$ cat config.mk
export PLATFORM = sky130hd
export DESIGN_NAME = usart_tx
export DESIGN_NICKNAME = d
export VERILOG_FILES = /design/src/rtl/usart_tx_pkg.sv /design/src/rtl/usart_tx_cmd.sv /design/src/rtl/usart_tx_hold.sv /design/src/rtl/usart_tx_shift.sv /design/src/rtl/usart_tx.sv
export SDC_FILE = /design/constraint.sdc
export NUM_CORES = 1
export LEC_CHECK = 0
export BUFFER_PORTS_ARGS = -buffer_cell sky130_fd_sc_hd__buf_2
export CAP_MARGIN = 20
export CORE_ASPECT_RATIO = 2
export CORE_MARGIN = 1.5
export CORE_UTILIZATION = 52
export DETAILED_ROUTE_END_ITERATION = 12
export MAX_ROUTING_LAYER = met4
export PLACE_DENSITY_LB_ADDON = 0.25
export SYNTH_ARGS = -nofsm -noshare
export SYNTH_HDL_FRONTEND = slang
export SYNTH_SLANG_ARGS = --single-unit
$ cat constraint.sdc
create_clock -name clk -period 2.13 [get_ports clk]
set_input_delay 0.213 -clock clk [delete_from_list [all_inputs] [get_ports clk]]
set_output_delay 0.213 -clock clk [all_outputs]
set_load 0.05 [all_outputs]
$ cat src/rtl/usart_tx_pkg.sv
package usart_tx_pkg;

  typedef enum logic [1:0] {
    MODE_ASYNC  = 2'd0,
    MODE_SYNC   = 2'd1,
    MODE_BISYNC = 2'd2,
    MODE_ALT    = 2'd3
  } tx_mode_e;

  typedef enum logic [1:0] {
    SRC_MARK  = 2'd0,
    SRC_DATA  = 2'd1,
    SRC_SYNC1 = 2'd2,
    SRC_SYNC2 = 2'd3
  } tx_src_e;

endpackage

$ cat src/rtl/usart_tx_cmd.sv
module usart_tx_cmd #(
  parameter int CMD_W   = 8,
  parameter int EN_BIT  = 0,
  parameter int DTR_BIT = 1,
  parameter int RTS_BIT = 5
) (
  input  logic             clk,
  input  logic             rst_n,
  input  logic             cmd_wr,
  input  logic [CMD_W-1:0] cmd_wdata,
  output logic             tx_en,
  output logic             rts_n,
  output logic             dtr_n
);

  logic [CMD_W-1:0] cmd_q;

  always_ff @(posedge clk or negedge rst_n) begin
    if (!rst_n) cmd_q <= '0;
    else if (cmd_wr) cmd_q <= cmd_wdata;
  end

  assign tx_en = cmd_q[EN_BIT];
  assign rts_n = ~cmd_q[RTS_BIT];
  assign dtr_n = ~cmd_q[DTR_BIT];

  logic unused_cmd_bits;
  assign unused_cmd_bits = ^cmd_q;


  rts_follow_chk: assert property (@(posedge clk) disable iff (!rst_n)
    cmd_wr |=> (rts_n == !$past(cmd_wdata[RTS_BIT])));


  dtr_follow_chk: assert property (@(posedge clk) disable iff (!rst_n)
    cmd_wr |=> (dtr_n == !$past(cmd_wdata[DTR_BIT])));

endmodule

$ cat src/rtl/usart_tx_hold.sv
module usart_tx_hold #(
  parameter int DATA_W = 8
) (
  input  logic              clk,
  input  logic              rst_n,
  input  logic              wr_valid,
  input  logic [DATA_W-1:0] wr_data,
  output logic              wr_ready,
  input  logic              take,
  output logic              full,
  output logic [DATA_W-1:0] data
);

  logic              full_q;
  logic [DATA_W-1:0] data_q;

  always_ff @(posedge clk or negedge rst_n) begin
    if (!rst_n) begin
      full_q <= 1'b0;
      data_q <= '0;
    end else if (wr_valid && !full_q) begin
      full_q <= 1'b1;
      data_q <= wr_data;
    end else if (take) begin
      full_q <= 1'b0;
    end
  end

  assign wr_ready = ~full_q;
  assign full     = full_q;
  assign data     = data_q;


  held_stable_chk: assert property (@(posedge clk) disable iff (!rst_n)
    (full_q && !take) |=> (full_q && $stable(data_q)));

endmodule

$ cat src/rtl/usart_tx_shift.sv
module usart_tx_shift
  import usart_tx_pkg::*;
#(
  parameter int DATA_W = 8
) (
  input  logic              clk,
  input  logic              rst_n,
  input  logic              bit_en,
  input  logic [1:0]        mode,
  input  logic              par_en,
  input  logic              par_odd,
  input  logic [DATA_W-1:0] sync1,
  input  logic [DATA_W-1:0] sync2,
  input  logic              go,
  input  logic              hold_full,
  input  logic [DATA_W-1:0] hold_data,
  output logic              take,
  output logic              txd,
  output logic              data_active
);

  localparam int FR_W  = DATA_W + 3;
  localparam int CNT_W = $clog2(FR_W + 1);

  logic [FR_W-1:0]   sh_q, frm;
  logic [CNT_W-1:0]  rem_q, len;
  logic              txd_q, cur_data_q, pend2_q;
  logic              is_sync, at_end, par_bit;
  logic [DATA_W-1:0] chr;
  tx_src_e           src;

  always_comb begin
    is_sync = (mode == MODE_SYNC) || (mode == MODE_BISYNC);
    at_end  = (rem_q == '0);
    if (pend2_q)                         src = SRC_SYNC2;
    else if (hold_full && (go || cur_data_q)) src = SRC_DATA;
    else if (is_sync && go)              src = SRC_SYNC1;
    else                                 src = SRC_MARK;
  end

  always_comb begin
    case (src)
      SRC_SYNC1: chr = sync1;
      SRC_SYNC2: chr = sync2;
      default:   chr = hold_data;
    endcase
    par_bit = (^chr) ^ par_odd;
    frm     = '1;
    len     = CNT_W'(DATA_W);
    if (src == SRC_DATA && !is_sync) begin
      frm[0]        = 1'b0;
      frm[DATA_W:1] = chr;
      if (par_en) frm[DATA_W+1] = par_bit;
      len = CNT_W'(DATA_W + 2) + CNT_W'(par_en);
    end else begin
      frm[DATA_W-1:0] = chr;
    end
  end

  assign take = bit_en && at_end && (src == SRC_DATA);

  always_ff @(posedge clk or negedge rst_n) begin
    if (!rst_n) begin
      sh_q       <= '1;
      rem_q      <= '0;
      txd_q      <= 1'b1;
      cur_data_q <= 1'b0;
      pend2_q    <= 1'b0;
    end else if (bit_en) begin
      if (!at_end) begin
        txd_q <= sh_q[0];
        sh_q  <= sh_q >> 1;
        rem_q <= rem_q - 1'b1;
      end else if (src == SRC_MARK) begin
        txd_q      <= 1'b1;
        cur_data_q <= 1'b0;
      end else begin
        txd_q      <= frm[0];
        sh_q       <= frm >> 1;
        rem_q      <= len - 1'b1;
        cur_data_q <= (src == SRC_DATA);
        pend2_q    <= (src == SRC_SYNC1) && (mode == MODE_BISYNC);
      end
    end
  end

  assign txd         = txd_q;
  assign data_active = cur_data_q;


  line_stable_chk: assert property (@(posedge clk) disable iff (!rst_n)
    !bit_en |=> $stable(txd));


  rem_bound_chk: assert property (@(posedge clk) disable iff (!rst_n)
    rem_q <= CNT_W'(FR_W - 1));


  pair_kept_chk: assert property (@(posedge clk) disable iff (!rst_n)
    (pend2_q && bit_en && at_end) |=> (!pend2_q && !cur_data_q));

endmodule

$ cat src/rtl/usart_tx.sv
module usart_tx #(
  parameter int DATA_W = 8,
  parameter int CMD_W  = 8
) (
  input  logic              clk,
  input  logic              rst_n,
  input  logic              bit_en,
  input  logic [1:0]        cfg_mode,
  input  logic              cfg_par_en,
  input  logic              cfg_par_odd,
  input  logic [DATA_W-1:0] cfg_sync1,
  input  logic [DATA_W-1:0] cfg_sync2,
  input  logic              cmd_wr,
  input  logic [CMD_W-1:0]  cmd_wdata,
  input  logic              wr_valid,
  input  logic [DATA_W-1:0] wr_data,
  output logic              wr_ready,
  input  logic              cts_n,
  input  logic              dsr_n,
  output logic              txd,
  output logic              rts_n,
  output logic              dtr_n,
  output logic              txempty,
  output logic              txrdy,
  output logic [7:0]        status
);

  logic              tx_en, go, take, hold_full, data_active;
  logic [DATA_W-1:0] hold_data;

  usart_tx_cmd #(.CMD_W(CMD_W)) u_cmd (
    .clk(clk), .rst_n(rst_n), .cmd_wr(cmd_wr), .cmd_wdata(cmd_wdata),
    .tx_en(tx_en), .rts_n(rts_n), .dtr_n(dtr_n)
  );

  usart_tx_hold #(.DATA_W(DATA_W)) u_hold (
    .clk(clk), .rst_n(rst_n), .wr_valid(wr_valid), .wr_data(wr_data),
    .wr_ready(wr_ready), .take(take), .full(hold_full), .data(hold_data)
  );

  assign go = tx_en & ~cts_n;

  usart_tx_shift #(.DATA_W(DATA_W)) u_shift (
    .clk(clk), .rst_n(rst_n), .bit_en(bit_en), .mode(cfg_mode),
    .par_en(cfg_par_en), .par_odd(cfg_par_odd), .sync1(cfg_sync1),
    .sync2(cfg_sync2), .go(go), .hold_full(hold_full), .hold_data(hold_data),
    .take(take), .txd(txd), .data_active(data_active)
  );

  assign txempty = ~hold_full & ~data_active;
  assign txrdy   = ~hold_full & go;
  assign status  = {~dsr_n, 4'b0000, txempty, 1'b0, txrdy};


  acc_txempty_chk: assert property (@(posedge clk) disable iff (!rst_n)
    (wr_valid && wr_ready) |=> (!txempty && !wr_ready));


  take_full_chk: assert property (@(posedge clk) disable iff (!rst_n)
    take |-> hold_full);


  empty_rise_chk: assert property (@(posedge clk) disable iff (!rst_n)
    $rose(txempty) |-> $past(bit_en));

endmodule

==> impl_metrics.csv, run 1 <==
group,metric,value,unit
clock_network,clock_path_buffers,2,
clock_network,cts-root-buf,"clkbuf_8",
timing,finalSetupViolCount,0,
floorplan,coreArea,3610,um^2
synthesis,synth_ff_type,"dfrtp_1",
routing,drc,0,
global_routing,grt_pass1_wl,6630,um
clock_network,clk_pin_slew,70,ps
critical_path,worstSetupPathDepth,7,
critical_path,cp-start-kind,"flip-flop",
synthesis,synthArstFlopShare,1.00,
clock_network,clkSinkCount,30,
critical_path,critPathMaxStageDelay,460,ps
cells_and_area,diodes,0,
synthesis,synth_commonest_cells,"23 x mux2i_1, 19 x nand2_1, 18 x dfrtp_1",
critical_path,worstRegToRegCells,7,
routing,firstDrtPassIters,4,
cells_and_area,final_cells,297,
synthesis,synth_top_area_frac,0.232,
timing,period_minus_slack,1920,ps
cells_and_area,fin_util,0.661,
timing,fin_crit_sh,0.904,
routing,wirelength,4220,um
outcome,status,"finished, final reports clean",
critical_path,crit_path_frequent_cell,"mux2i_1",
cells_and_area,drive_gt1_frac,0.383,
cells_and_area,fin_nets,292,
critical_path,critPathKind,"reg2reg",
timing,rsz0062_at_grt,"false",
synthesis,syn_avg_cell_area,10.1,um^2
pwr,leakagePower,1.09,nW
synthesis,ys_warn_count,0,
timing,maxSlewHeadroom,0.545,
routing,drt_iter0_drc,18,
floorplan,die_x,46.2,um
placed_design,globalplace.congestion,0.789,
global_routing,grt_pass1_vias,1600,
synthesis,synth_edf_count,0,
routing,ant_nets,0,
floorplan,dieHeight,89.4,um
timing,maxSlewViolCount,0,
clock_network,clk_latency,280,ps
cells_and_area,area_growth,23.0,%
job,max_cap_violations,0,
critical_path,cp_num_buf_inv,1,
synthesis,yosys.area.top_type,"dfrtp_1",
critical_path,ff2ff_setup_slack,210,ps
timing,fin_worst_skew,4.77,ps
placed_design,placedCellCount,287,
critical_path,reg2reg_to,"u_shift.sh_q[8]",
clock_network,cts_buffers,5,
global_routing,grtUsageTotal,0.232,
global_routing,grt-ovfl-total,0,
critical_path,cpMaxStageDelayCell,"dfrtp_2",
routing,viasPerCell,5.26,
synthesis,synth_most_common_cell,"mux2i_1",
pwr,power_density,1280,nW/um^2
critical_path,path_delay_family,"simple AND/OR/NAND/NOR gates",
timing,finalHoldViolCount,0,
critical_path,arrival,2140,ps
worst_hold_path,whs_path_depth,3,
critical_path,reg2reg_from,"u_hold.full",
timing,setup_tns,0,ps
synthesis,synth_cells,192,
floorplan,die_area,4130,um^2
floorplan,io_pins,57,
pwr,p_total,3.06,mW
critical_path,cp-endpoint,"u_shift.sh_q[8]",
critical_path,path_cells,"nor4b_4, buf_12, mux2i_1, mux2i_1, and3_1, nor4b_2, nor3b_1",
timing,fmax,520,MHz
synthesis,synth_cell_types,43,
global_routing,grt_max_degree,31,
critical_path,crit_fanout,13,
critical_path,cp-startpoint,"u_hold.full",
routing,wl_per_cell,14.2,um
worst_hold_path,min_from,"cmd_wdata[5]",
synthesis,netlist_area,1940,um^2
worst_hold_path,min_path_type,"in2reg",
placed_design,dpl.hpwl,3310,um
timing,tightest_slew,682,ps
floorplan,num_rows,31,
routing,num_vias,1561,
clock_network,tritoncts,"yes",
global_routing,antenna_found_initial,0,
placed_design,portBuffers,46,
synthesis,ys_seq_area_frac,0.395,
synthesis,yosys-top-cells-area,"dfrtp_1 23%, dfstp_2 16%, mux2i_1 12%, mux2_2 5.8%, xnor2_1 5.4%",
floorplan,start_util,0.538,
critical_path,required,2340,ps
synthesis,ys_ff_latch,30,
clock_network,cts_htree_levels,2,
critical_path,crit_path_end_kind,"flip-flop",
pwr,peakVddDrop,886,uV
## worst reg2reg max path: cells and delay by family, from the launching register on
kind	cells	cell delay [ps]
mux	2	320
simple gates	4	910
buf+inv	1	190
flops	1	460
## state kept, by name, indices dropped and copies added, names as in the netlist
signal               flops
u_shift.sh_q            11
u_hold.data              8
u_shift.rem_q            4
u_cmd.cmd_q              3
u_hold.full              1
u_shift.data_active      1
u_shift.pend2_q          1
u_shift.txd              1
## repair_timing
action	4_1_cts	5_1_grt
buffers inserted	0	1
resized for setup	0	2
endpoints found under the hold margin	18	0
setup endpoints to repair	0	3
hold buffers	1	0
## power by group
group / internal [mW] / leakage [nW] / switching, mW / total (mW)
sequential: 0.868 / 0.343 / 0.175 / 1.04
combinational: 0.680 / 0.691 / 0.797 / 1.48
clock: 0.326 / 0.0575 / 0.212 / 0.537
## area by class of cell
class,count,area [um^2]
timing repair buffer,60,350
fill,307,1220
multi-input combinational,144,1070
inverter,6,22.5
sequential,30,767
tap,49,61.3
clock buffer,8,110
## cell families (layout without fill, tap and decap cells)
family / count (synthesis) / in the layout / share of synthesized area
buf+inv: 22 / 74 / 0.0652
mux: 34 / 34 / 0.183
other cells: 1 / 5 / 0.00193
fa+ha+maj: 2 / 2 / 0.0129
simple gates: 46 / 46 / 0.126
compound gates: 40 / 40 / 0.139
xor+xnor: 17 / 17 / 0.0768
flops: 30 / 30 / 0.395
## metal layers
metal  up-vias  track usage  part of all wire
met5         -            -                 0
met4         0        0.125             0.024
met3         8       0.0323             0.033
met2        38        0.439              0.59
met1       739        0.201              0.35
li1        776            -                 -
## placed cells by master (no fill, tap or decap), types with 2 or more instances in the layout
cell	instances
a21o_1	6
xnor2_1	12
o22ai_1	2
mux2_2	10
a21oi_1	6
xor2_1	5
nand2_1	19
inv_1	6
a211oi_1	7
nor2b_1	3
dfstp_2	12
buf_4	12
o21ai_0	2
ha_1	2
buf_2	46
o211ai_1	2
nor2_1	12
o21ai_1	8
mux2i_1	23
clkbuf_8	8
dfrtp_1	17
and2_1	2
conb_1	5
## through the flow
| step | setup slack [ps] | hold WS (ps) | cell area [um^2] |
|---|---|---|---|
| final | 205 | 141 | 2380 |
| after global routing | 5.79 | 150 | 2380 |
| after floorplan | 299 | -82.6 | 1950 |
| after global placement | -60.4 | 287 | 2240 |
| after CTS | 109 | 132 | 2370 |
| after detailed placement | -10.6 | 287 | 2250 |
## how the worst min path moves through the flow
stage	end	slack [ps]
6_report	u_cmd.cmd_q[5]	140
5_1_grt	u_cmd.cmd_q[5]	150
4_1_cts	u_cmd.cmd_q[1]	130
3_5_place_dp	u_cmd.cmd_q[1]	290
3_3_place_gp	u_cmd.cmd_q[1]	290
2_1_floorplan	u_cmd.cmd_q[0]	-80
No activity file was read; power rests on OpenSTA's default activity.
==> inputs of run 2 (changes only) <==
==> constraint.sdc (replaced) <==
create_clock -name clk -period 2.13 [get_ports clk]
set_input_delay 0 -clock clk [delete_from_list [all_inputs] [get_ports clk]]
set_output_delay 0 -clock clk [all_outputs]
set_load 0.05 [all_outputs]
==> run 2 against run 1 <==
  * First-iteration DRC count fell by 17%
  * Worst setup slack improved by 27 ps
  * Highest routed layer unchanged
  * Critical path depth did not move
  * Combinational power fell by 7%
  * Flip-flop and latch count did not move
  * Final area rose by 3.7%
  * Global-route usage rose by 1.2 points
  * Non-clock buffer count rose by 10
  * Worst hold slack got worse by 120 ps
  * Largest cell class unchanged
  * Largest power group unchanged
  * Die area did not move
  * Sequential power barely moved
  * Maximum frequency rose by 1.4%
==> impl_metrics.csv, run 2 (synthesis gave the netlist of run 1 again) <==
group,metric,value,unit
outcome,status,"finished, final reports clean",
pwr,p_int,1.77,mW
timing,finalSetupViolCount,0,
global_routing,grt-ovfl-total,0,
routing,ant_nets,0,
routing,drt_iter0_drc,15,
critical_path,arrival,2100,ps
clock_network,cts-root-buf,"clkbuf_8",
worst_hold_path,min_path_type,"in2reg",
pwr,swShare,0.393,
cells_and_area,final_cell_mix,"46 x buf_2, 23 x mux2i_1, 19 x nand2_1",
routing,wirelength,4340,um
critical_path,reg2reg_to,"u_shift.sh_q[8]",
cells_and_area,multi_input_area,1070,um^2
clock_network,clk_pin_slew,60,ps
global_routing,antenna_found_initial,0,
global_routing,grt_pass1_wl,6910,um
routing,num_vias,1612,
cells_and_area,fill_cells,303,
pwr,leakagePower,1.12,nW
pwr,seqPwrFrac,0.363,
cells_and_area,diodes,0,
clock_network,ctsResizeCount,0,
critical_path,crit_path_end_kind,"flip-flop",
cells_and_area,drive_gt1_frac,0.333,
pwr,p_comb_frac,0.473,
clock_network,tritoncts,"yes",
global_routing,grt_max_degree,31,
critical_path,reg2reg_from,"u_hold.full",
clock_network,clock_path_buffers,2,
timing,rsz0062_at_grt,"false",
floorplan,io_pins,57,
cells_and_area,largest_register,"u_shift.sh_q",
floorplan,coreArea,3610,um^2
job,max_cap_violations,0,
global_routing,grt_pass1_vias,1585,
cells_and_area,stdcell_area,2470,um^2
timing,period_minus_slack,1900,ps
cells_and_area,area_growth,27.5,%
timing,maxSlewHeadroom,0.531,
timing,maxSlewViolCount,0,
timing,tightest_slew,704,ps
critical_path,critPathKind,"reg2reg",
timing,fin_crit_sh,0.891,
floorplan,die_x,46.2,um
global_routing,grtUsageTotal,0.244,
timing,finalHoldViolCount,0,
critical_path,required,2330,ps
placed_design,place_area,2210,um^2
cells_and_area,final_common_cell,"buf_2",
cells_and_area,fin_util,0.686,
clock_network,clk_latency,280,ps
placed_design,placedCellCount,282,
clock_network,cts_htree_levels,2,
cells_and_area,seqCellArea,766,um^2
routing,firstDrtPassIters,4,
cells_and_area,fin_nets,302,
clock_network,cts_buffers,5,
placed_design,dpl.hpwl,3190,um
timing,fin_worst_skew,4.38,ps
cells_and_area,final_cells,307,
pwr,p_clk_frac,0.164,
clock_network,cts_setup_buffers,0,
routing,drc,0,
clock_network,clkSinkCount,30,
timing,fmax,527,MHz
critical_path,crit_fanout,13,
floorplan,die_area,4130,um^2
critical_path,ff2ff_setup_slack,230,ps
placed_design,globalplace.congestion,0.857,
critical_path,worstRegToRegCells,7,
routing,wl_per_cell,14.1,um
critical_path,cp-startpoint,"u_hold.full",
floorplan,num_rows,31,
floorplan,start_util,0.538,
timing,whs,17.9,ps
timing,setup_tns,0,ps
critical_path,cp-endpoint,"u_shift.sh_q[8]",
pwr,p_sw,1.15,mW
pwr,power_density,1180,nW/um^2
cells_and_area,largest_reg_flops,11,
pwr,peakVddDrop,696,uV
placed_design,portBuffers,46,
critical_path,cp-start-kind,"flip-flop",
floorplan,dieHeight,89.4,um
routing,viasPerCell,5.25,
==> run 2: changes by cell type in the layout (fill, tap and decap cells not counted), sizes merged <==
cell / previous run / this run
buf: 59 / 53
clkbuf: 8 / 7
clkinv: 0 / 1
dlygate4sd3: 1 / 17
==> run 2: per-stage QoR <==
step	setup WS, ps	total power, mW
after CTS	231	2.95
final	232	2.92
after global placement	235	2.40
after global routing	19.2	3.12
after detailed placement	197	2.44
after floorplan	398	2.10
==> run 2: cell type report <==
cell class                 count  area share
multi-input combinational    144       0.431
clock buffer                   7      0.0349
inverter                       6     0.00910
tap                           49      0.0248
timing repair buffer          70       0.188
clock inverter                 1     0.00202
sequential                    30       0.310
==> run 2: worst min-delay path by stage <==
stage           start             end  slack (ps)  depth (start not counted)
2_1_floorplan   rst_n  u_cmd.cmd_q[0]        -300                          0
3_3_place_gp    rst_n  u_cmd.cmd_q[1]          70                          1
3_5_place_dp    rst_n  u_cmd.cmd_q[1]          80                          1
4_1_cts        cmd_wr  u_cmd.cmd_q[0]           9                          2
5_1_grt        cmd_wr  u_cmd.cmd_q[0]          20                          2
6_report       cmd_wr  u_cmd.cmd_q[0]          20                          2
==> run 2: per-layer routing <==
| metal | wire [um] | up-vias | track usage | share of wire |
|---|---|---|---|---|
| met5 | 0 | - | - | 0 |
| li1 | - | 793 | - | - |
| met4 | 74 | 0 | 0.125 | 0.017 |
| met3 | 135 | 8 | 0.0283 | 0.031 |
| met1 | 1520 | 771 | 0.225 | 0.35 |
| met2 | 2610 | 40 | 0.456 | 0.60 |
==> run 2: timing repair <==
action                                 CTS  global route
hold buffers                            17             0
endpoints found under the hold margin   30             0
setup endpoints to repair                0             0
==> run 2: critical path, stage by stage, from the launching register on <==
cell	delay, ps
dfrtp_1	410
nor4b_4	310
buf_12	190
mux2i_1	210
mux2i_1	110
and3_1	210
nor4b_1	290
nor3b_1	90
==> run 2: power by group through the flow <==
| stage | logic [mW] | registers, mW | clock network, mW |
|---|---|---|---|
| after floorplan | 1.04 | 1.06 | 0 |
| after global placement | 1.34 | 1.06 | 0 |
| after detailed placement | 1.37 | 1.07 | 0 |
| after CTS | 1.40 | 1.06 | 0.494 |
| after global routing | 1.52 | 1.10 | 0.507 |
| final | 1.38 | 1.06 | 0.478 |
==> inputs of run 3 (changes only) <==
--- a/config.mk
+++ b/config.mk
@@ -9,10 +9,12 @@
 export CAP_MARGIN = 20
 export CORE_ASPECT_RATIO = 2
 export CORE_MARGIN = 1.5
-export CORE_UTILIZATION = 52
+export CORE_UTILIZATION = 53
+export CTS_BUF_LIST = sky130_fd_sc_hd__clkbuf_8
 export DETAILED_ROUTE_END_ITERATION = 12
 export MAX_ROUTING_LAYER = met4
 export PLACE_DENSITY_LB_ADDON = 0.25
 export SYNTH_ARGS = -nofsm -noshare
 export SYNTH_HDL_FRONTEND = slang
+export SYNTH_HIERARCHICAL = 1
 export SYNTH_SLANG_ARGS = --single-unit
==> run 3 against run 2 <==
  * The flow now finishes with violations (setup timing)
  * Cell count increased by 0.33%
  * Die area decreased by 3.1%
  * Synthesized area decreased by 1.4%
  * Largest cell class unchanged
  * Largest power group unchanged
==> impl_metrics.csv, run 3 <==
group,metric,value,unit
synthesis,ys_warn_count,6,
routing,wirelength,4410,um
critical_path,critPathMaxStageDelay,340,ps
cells_and_area,final_common_cell,"buf_2",
floorplan,die_area,4000,um^2
global_routing,grtUsageTotal,0.258,
job,max_cap_violations,0,
routing,firstDrtPassIters,4,
synthesis,ys_seq_area_frac,0.401,
pwr,peakVddDrop,1010,uV
synthesis,ys_ff_latch,30,
synthesis,synth_ff_type,"dfrtp_1",
critical_path,cpMaxStageDelayCell,"dfrtp_1",
critical_path,path_cells,"nor2b_4, nor3b_4, buf_6, buf_4, mux2_4, mux2i_4, xnor3_1, xnor3_1, a41oi_2",
synthesis,synth_cells,187,
global_routing,grt_max_degree,31,
clock_network,cts_buffers,5,
synthesis,syn_avg_cell_area,10.2,um^2
synthesis,synthArstFlopShare,1.00,
routing,num_vias,1595,
routing,ant_nets,0,
critical_path,required,2330,ps
floorplan,num_rows,30,
clock_network,cts_htree_levels,2,
cells_and_area,largest_register,"u_shift/sh_q",
timing,finalHoldViolCount,0,
clock_network,cts-root-buf,"clkbuf_8",
placed_design,placedCellCount,283,
timing,maxSlewViolCount,0,
cells_and_area,largest_reg_flops,11,
critical_path,crit_fanout,7,
placed_design,portBuffers,46,
timing,finalSetupViolCount,1,
placed_design,pre_cts_ws,-138,ps
pwr,power_density,1300,nW/um^2
critical_path,arrival,2360,ps
outcome,violations,"setup timing",
timing,tightest_slew,685,ps
clock_network,clk_pin_slew,60,ps
clock_network,clk_latency,280,ps
cells_and_area,drive_gt1_frac,0.423,
routing,wl_per_cell,14.3,um
floorplan,coreArea,3420,um^2
critical_path,cp_num_buf_inv,2,
placed_design,place_area,2240,um^2
pwr,leakagePower,1.16,nW
floorplan,start_util,0.560,
cells_and_area,area_growth,31.7,%
critical_path,ff2ff_setup_slack,-30,ps
cells_and_area,final_cell_mix,"46 x buf_2, 20 x nor2_1, 20 x nand2_1",
synthesis,synth_commonest_cells,"21 x nor2_1, 20 x nand2_1, 18 x dfrtp_1, 14 x mux2i_1, 13 x o21ai_0",
outcome,status,"complete, but fails checks",
floorplan,io_pins,57,
synthesis,netlist_area,1910,um^2
timing,timing.final.ws_setup,-28.9,ps
timing,maxSlewHeadroom,0.544,
timing,whs,12.7,ps
synthesis,synth_cell_types,39,
synthesis,synth_edf_count,0,
cells_and_area,fin_nets,304,
synthesis,yosys-top-cells-area,"dfrtp_1 24%, dfstp_2 16%, mux2i_1 7.3%, mux2_4 6.3%, mux2_2 5.3%",
synthesis,synth_most_common_cell,"nor2_1",
cells_and_area,final_cells,308,
worst_hold_path,min_path_type,"in2reg",
global_routing,grt_pass1_vias,1614,
placed_design,globalplace.congestion,0.817,
critical_path,cp-start-kind,"flip-flop",
cells_and_area,stdcell_area,2520,um^2
floorplan,die_x,45.5,um
critical_path,critPathKind,"reg2reg",
timing,rsz0062_at_grt,"true",
cells_and_area,fin_util,0.737,
global_routing,antenna_found_initial,0,
cells_and_area,diodes,0,
placed_design,dpl.hpwl,3040,um
clock_network,clkSinkCount,30,
timing,fin_crit_sh,1.01,
critical_path,crit_path_end_kind,"flip-flop",
routing,drt_iter0_drc,36,
timing,fin_worst_skew,6.06,ps
critical_path,path_delay_family,"multiplexers",
clock_network,clock_path_buffers,2,
global_routing,grt-ovfl-total,0,
critical_path,crit_path_frequent_cell,"xnor3_1",
routing,viasPerCell,5.18,
floorplan,dieHeight,87.9,um
global_routing,grt_pass1_wl,7180,um
synthesis,synth_top_area_frac,0.236,
timing,fmax,463,MHz
cells_and_area,fill_cells,249,
routing,drc,0,
clock_network,tritoncts,"yes",
synthesis,yosys.area.top_type,"dfrtp_1",
cells_and_area,multi_input_area,1080,um^2
timing,period_minus_slack,2160,ps
cells_and_area,seqCellArea,766,um^2
[run 3: cell count changes in the layout (fill, tap and decap cells not counted), moves of 4 or more]
cell and change:
o21ai_1 -4, xnor2_1 -7, a21o_1 -4, dlygate4sd3_1 -4
o21ai_0 +8, nor2_1 +8, mux2_4 +10, buf_4 +10
o31ai_1 +4, mux2i_1 -11
[run 3: kinds of logic (layout without fill, tap and decap cells)]
logic type / after synthesis / count (layout) / synth area share
other: 1 / 5 / 0.00196
AND/OR/NAND/NOR: 55 / 55 / 0.139
multiplexers: 32 / 32 / 0.201
flip-flops: 30 / 30 / 0.401
AO/OA/AOI/OAI: 34 / 34 / 0.115
adder cells (fa/ha/maj): 2 / 2 / 0.0131
buffers and inverters: 22 / 91 / 0.0654
XOR/XNOR: 11 / 11 / 0.0648
[run 3: worst paths after layout]
| check | startpoint | to | depth (start not counted) |
|---|---|---|---|
| max | u_cmd/cmd_q[0] | u_shift/sh_q[8] | 9 |
| min | cmd_wr | u_cmd/cmd_q[5] | 2 |
| max reg2reg | u_cmd/cmd_q[0] | u_shift/sh_q[8] | 9 |
| min reg2reg | u_shift/sh_q[1] | u_shift/sh_q[1] | 2 |
| max in group asynchronous | rst_n | u_shift/rem_q[3] | 2 |
| min in group asynchronous | rst_n | u_cmd/cmd_q[5] | 2 |
[run 3: report_power, final]
group	total (mW)	switching [mW]	internal, mW
Clock	0.456	0.202	0.253
Combinational	1.77	0.887	0.883
Sequential	1.05	0.183	0.864
[run 3: per-layer routing]
metal,GRT usage,part of all wire,routed length [um],vias up
met2,0.434,0.55,2440,48
li1,-,-,-,773
met3,0.0474,0.037,163,13
met5,-,0,0,-
met4,0.131,0.042,185,0
met1,0.273,0.37,1620,761
[run 3: area by class of cell]
| type | count | share of cell area |
|---|---|---|
| Sequential cell | 30 | 0.304 |
| Inverter | 7 | 0.0104 |
| Tap cell | 48 | 0.0239 |
| Clock inverter | 2 | 0.00298 |
| Clock buffer | 6 | 0.0328 |
| Multi-Input combinational cell | 139 | 0.430 |
| Timing Repair Buffer | 76 | 0.195 |
[run 3: metrics by stage]
| stage | total power [mW] | TNS [ps] |
|---|---|---|
| 4_1_cts | 3.22 | -11.2 |
| 6_report | 3.27 | -28.9 |
| 3_5_place_dp | 2.71 | -138 |
| 2_1_floorplan | 2.33 | 0 |
| 3_3_place_gp | 2.67 | -78.1 |
| 5_1_grt | 3.48 | -243 |
[run 3: what timing repair did]
item	4_1_cts	5_1_grt
hold buffers	13	0
pin swaps	2	1
gates resized for setup	4	5
endpoints found under the setup margin	1	7
setup buffers	3	1
hold endpoints to repair	30	0
cloned	0	0
